## src/rtl/bbpd_pkg.sv

```systemverilog
// Package bbpd_pkg
// Shared types for the three-sample phase decision logic.
// Assumes: one decision per clock, samples are single bits.
package bbpd_pkg;

    // Verdict of one sample triplet before any gating.
    typedef enum logic [1:0] {
        VERDICT_QUIET   = 2'd0,  // no transition, edge sample consistent
        VERDICT_SLOW    = 2'd1,  // clock early: slow down
        VERDICT_FAST    = 2'd2,  // clock late: speed up
        VERDICT_SUSPECT = 2'd3   // no transition, edge sample contradicts
    } verdict_e;

    // Flags presented to the output register stage.
    typedef struct packed {
        logic up;
        logic dn;
        logic err;
        logic trans;
        logic data;
    } pd_flags_t;

    localparam int unsigned FLAG_W = $bits(pd_flags_t);

endpackage

```

## src/rtl/bbpd_classify.sv

```systemverilog
// Module bbpd_classify
// Combinational decision on one sample triplet (centre, edge, next centre).
// Assumes: samples are settled, registered values; no state is kept here.
module bbpd_classify
    import bbpd_pkg::*;
(
    input  logic     mid_i,
    input  logic     edge_i,
    input  logic     next_i,
    output verdict_e verdict_o,
    output logic     trans_o
);

    logic saw_trans;
    logic edge_eq_mid;

    // Derive the comparisons the decision table is built on.
    always_comb begin
        saw_trans   = mid_i ^ next_i;
        edge_eq_mid = ~(edge_i ^ mid_i);
    end

    // Map the comparisons onto a verdict.
    always_comb begin
        if (!saw_trans) begin
            verdict_o = edge_eq_mid ? VERDICT_QUIET : VERDICT_SUSPECT;
        end else begin
            verdict_o = edge_eq_mid ? VERDICT_SLOW : VERDICT_FAST;
        end
        trans_o = saw_trans;
    end

endmodule

```

## src/rtl/bbpd_gate.sv

```systemverilog
// Module bbpd_gate
// Turns a verdict into flag bits and applies the correction inhibit.
// Assumes: inhibit affects only up/down; error, transition and data pass.
module bbpd_gate
    import bbpd_pkg::*;
(
    input  verdict_e  verdict_i,
    input  logic      trans_i,
    input  logic      data_i,
    input  logic      inhibit_i,
    output pd_flags_t flags_o
);

    // Decode the verdict and mask corrections under inhibit.
    always_comb begin
        flags_o       = '0;
        flags_o.data  = data_i;
        flags_o.trans = trans_i;
        unique case (verdict_i)
            VERDICT_SLOW:    flags_o.dn  = ~inhibit_i;
            VERDICT_FAST:    flags_o.up  = ~inhibit_i;
            VERDICT_SUSPECT: flags_o.err = 1'b1;
            default:         flags_o.err = 1'b0;
        endcase
    end

endmodule

```

## src/rtl/bbpd_outreg.sv

```systemverilog
// Module bbpd_outreg
// Output register stage: one clock of latency, synchronous active-low clear.
// Assumes: flags_i is a complete next-state for every output bit.
module bbpd_outreg
    import bbpd_pkg::*;
(
    input  logic      clk,
    input  logic      rst_n,
    input  pd_flags_t flags_i,
    output pd_flags_t flags_o
);

    // Capture the flags each bit period, clearing them on reset.
    always_ff @(posedge clk) begin
        if (!rst_n) begin
            flags_o <= '0;
        end else begin
            flags_o <= flags_i;
        end
    end

endmodule

```

## src/rtl/bbpd_core.sv

```systemverilog
// Module bbpd_core
// Three-sample bang-bang phase decision logic: classifies each triplet,
// gates corrections with the acquisition inhibit, registers all outputs.
// Assumes: one triplet per clock; all outputs lag the inputs by one clock.
module bbpd_core
    import bbpd_pkg::*;
(
    input  logic clk,
    input  logic rst_n,
    input  logic samp_mid,
    input  logic samp_edge,
    input  logic samp_next,
    input  logic corr_inhibit,
    output logic pd_up,
    output logic pd_dn,
    output logic data_out,
    output logic err_evt,
    output logic trans_evt
);

    verdict_e  verdict;
    logic      trans_now;
    pd_flags_t flags_next;
    pd_flags_t flags_q;

    bbpd_classify u_classify (
        .mid_i     (samp_mid),
        .edge_i    (samp_edge),
        .next_i    (samp_next),
        .verdict_o (verdict),
        .trans_o   (trans_now)
    );

    bbpd_gate u_gate (
        .verdict_i (verdict),
        .trans_i   (trans_now),
        .data_i    (samp_mid),
        .inhibit_i (corr_inhibit),
        .flags_o   (flags_next)
    );

    bbpd_outreg u_outreg (
        .clk     (clk),
        .rst_n   (rst_n),
        .flags_i (flags_next),
        .flags_o (flags_q)
    );

    // Fan the registered flags out to the ports.
    always_comb begin
        pd_up     = flags_q.up;
        pd_dn     = flags_q.dn;
        data_out  = flags_q.data;
        err_evt   = flags_q.err;
        trans_evt = flags_q.trans;
    end

endmodule

```

## config.mk

```make
export PLATFORM = sky130hd
export DESIGN_NAME = bbpd_core
export DESIGN_NICKNAME = d
export VERILOG_FILES = /design/src/rtl/bbpd_pkg.sv /design/src/rtl/bbpd_classify.sv /design/src/rtl/bbpd_gate.sv /design/src/rtl/bbpd_outreg.sv /design/src/rtl/bbpd_core.sv
export SDC_FILE = /design/constraint.sdc
export NUM_CORES = 1
export LEC_CHECK = 0
export BUFFER_PORTS_ARGS = -buffer_cell sky130_fd_sc_hd__clkbuf_2
export CAP_MARGIN = 20
export CORE_AREA = 2 2 39 41
export CTS_CLUSTER_DIAMETER = 100
export CTS_CLUSTER_SIZE = 10
export DETAILED_ROUTE_END_ITERATION = 7
export DIE_AREA = 0 0 41 43
export PLACE_DENSITY = 0.31
export SETUP_SLACK_MARGIN = 0.05
export SLEW_MARGIN = 20
export SYNTH_ARGS = -nofsm -noshare
export SYNTH_HDL_FRONTEND = slang
export SYNTH_SLANG_ARGS = --single-unit
```

## constraint.sdc

```tcl
create_clock -name clk -period 1.7 [get_ports clk]
set_clock_uncertainty 0.2 [all_clocks]
set_input_delay 0.255 -clock clk [delete_from_list [all_inputs] [get_ports clk]]
set_output_delay 0.255 -clock clk [all_outputs]
set_load 0.1 [all_outputs]
```

==> impl_metrics.json <==
{
  "antenna_found_initial": 0,
  "ctsResizeCount": 0,
  "fmax_mhz": 693,
  "core-area_mm2": 0.00138,
  "drc": 0,
  "worst_pin_slew_ns": 0.543,
  "place_congestion": 0.615,
  "via_count": 166,
  "ff_latch_area_um2": 100,
  "regMostFlops": "u_outreg.flags_o",
  "synth_common_cells": "dfxtp_1, nand3b_1, or3b_1, a21oi_1, and2_1",
  "cp.required_ns": 1.24,
  "hold_path_depth": 2,
  "power.density_mw_per_mm2": 1120,
  "syn_nets": 24,
  "hold_path.class": "in -> reg",
  "maxSlewViolCount": 0,
  "min_to": "u_outreg.flags_o[0]",
  "drtIter0Drc": 0,
  "gr-total-overflow": 0,
  "power.leakage_nw": 0.129,
  "hold_violations": 0,
  "die_y_um": 43,
  "largest_reg_flops": 5,
  "wl_per_cell_um": 7.96,
  "drtAntennaViolNets": 0,
  "syn_area_um2": 195,
  "place_ws_ns": 0.489,
  "clock_path_buffers": 2,
  "arrival_ns": 0.99,
  "seqPwrFrac_pct": 38.2,
  "yosys_warnings": 0,
  "synthCells": 18,
  "ys_async_sr_fraction_pct": 0,
  "finalWorstSetupSlack_ns": 0.258,
  "p_switching_w": 0.0000988,
  "grt_pass1_vias": 170,
  "synthTopCellsByArea": "dfxtp_1, or3b_1, nand3b_1",
  "grt_first_pass_wirelength_um": 641,
  "diodes": 0,
  "cts_made_buffers": 3,
  "finalCritPeriodShare_pct": 84.8,
  "synth.most_common_cell": "dfxtp_1",
  "rsz0062_at_grt": "no",
  "cts_root_buf": "clkbuf_4",
  "grt_max_degree": 9,
  "worstPathCellList": "clkbuf_2",
  "drive_gt1_share_pct": 40.6,
  "post-cts-setup-buffers": 0,
  "avgSynthCellArea_um2": 10.8,
  "syn2layout_area_growth_pct": 49.4,
  "clock-sinks": 5,
  "worstHoldStart": "rst_n",
  "yosysSeqAreaShare_pct": 51.3,
  "via_per_inst": 3.46,
  "setup_viol": 0,
  "die_area_mm2": 0.00176,
  "io_pins": 11,
  "fillCellCount": 172,
  "top_regs": "u_outreg.flags_o x5",
  "std_cell_rows": 14,
  "status": "finished, final reports clean",
  "synthFlopType": "dfxtp_1",
  "clkTransAtPathRegs_ns": 0.04,
  "synth_top_area_share_pct": 51.3,
  "firstDrtPassIters": 1,
  "yosysTopAreaCell": "dfxtp_1",
  "slew_headroom_pct": 64.0,
  "synth_edf_count": 0,
  "netlist-cell-type-count": 8,
  "vdd_drop_max_v": 0.000199,
  "clkPwrFrac_pct": 40.6,
  "setup_tns_ns": 0,
  "critPathSlowestCell": "clkbuf_2",
  "crit_family": "buffers and inverters",
  "crit_buf_inv": 1,
  "critPathLaunchType": "flop",
  "cp_slowest_stage_delay_ns": 0.45,
  "portBuffers": 10,
  "cp.depth": 1,
  "cts_tree": "yes",
  "cts_htree_levels": 1,
  "initial_core_util_pct": 14.1,
  "maxCapViolations": 0,
  "drt-total-wl_um": 382,
  "crit_fanout": 1,
  "layout.nets": 39,
  "die_w_um": 41,
  "swShare_pct": 30.3,
  "end_kind": "output pin",
  "comb_power_share_pct": 21.2,
  "path_class": "reg -> out",
  "synth-seq-cells": 5,
  "internal-power_w": 0.000227,
  "fin_crit_ns": 1.44,
  "total_power_w": 0.000326,
  "grt_use_total_pct": 6.22,
  "multiInputGateArea_um2": 95.1,
  "cts_hold_buf": 0
}
==> layout make-up <==
| cell class | count | share of cell area (%) |
|---|---|---|
| Multi-Input combinational cell | 13 | 32.6 |
| Tap cell | 16 | 6.87 |
| Clock buffer | 4 | 9.01 |
| Sequential cell | 5 | 34.3 |
| Timing Repair Buffer | 10 | 17.2 |
==> power by group through the flow <==
stage | combinational, W | sequential (W) | clock (W)
CTS | 0.0000696 | 0.000125 | 0.000140
global route | 0.0000729 | 0.000125 | 0.000155
finish | 0.0000690 | 0.000125 | 0.000132
floorplan | 0.0000106 | 0.000168 | 0
detailed placement | 0.0000696 | 0.000127 | 0
global placement | 0.0000690 | 0.000127 | 0
==> cell families (layout without fill, tap and decap cells) <==
family,Yosys count,in the layout,synth area share (%)
simple gates,9,9,35.3
xor+xnor,1,1,4.49
buf+inv,0,14,0
flops,5,5,51.3
compound gates,3,3,8.98
==> how the worst max path moves through the flow <==
stage                                   start                   to  slack, ns
after global routing      u_outreg.flags_o[4]                pd_up       0.21
after global placement    u_outreg.flags_o[2]              err_evt       0.51
after detailed placement             samp_mid  u_outreg.flags_o[2]       0.49
after floorplan           u_outreg.flags_o[0]             data_out       0.34
after CTS                 u_outreg.flags_o[4]                pd_up       0.25
final                     u_outreg.flags_o[4]                pd_up       0.26
==> placed cells by master, fill, tap and decap left out, drive strengths merged <==
| master | n |
|---|---|
| a21boi | 1 |
| a21oi | 2 |
| and2 | 2 |
| clkbuf | 14 |
| dfxtp | 5 |
| nand3b | 3 |
| or2b | 1 |
| or3b | 3 |
| xor2 | 1 |
==> per-stage QoR <==
step                utilization (%)  std cells  cell area [um^2]  hold slack (ns)
floorplan                         -         18               195            0.177
global placement               19.2         44               265            0.310
detailed placement             19.2         44               265            0.311
CTS                            21.1         48               292           0.0597
global route                   21.1         48               292           0.0606
finish                         21.1         48               292           0.0681
==> layer usage <==
| layer | track usage [%] | vias to the layer above | part of all wire [%] |
|---|---|---|---|
| met5 | 0 | - | 0 |
| met4 | 12.0 | 0 | 0 |
| met3 | 1.57 | 0 | 12 |
| met2 | 4.69 | 9 | 45 |
| met1 | 8.36 | 66 | 42 |
| li1 | - | 91 | - |
(Power assumes the default switching activity.)
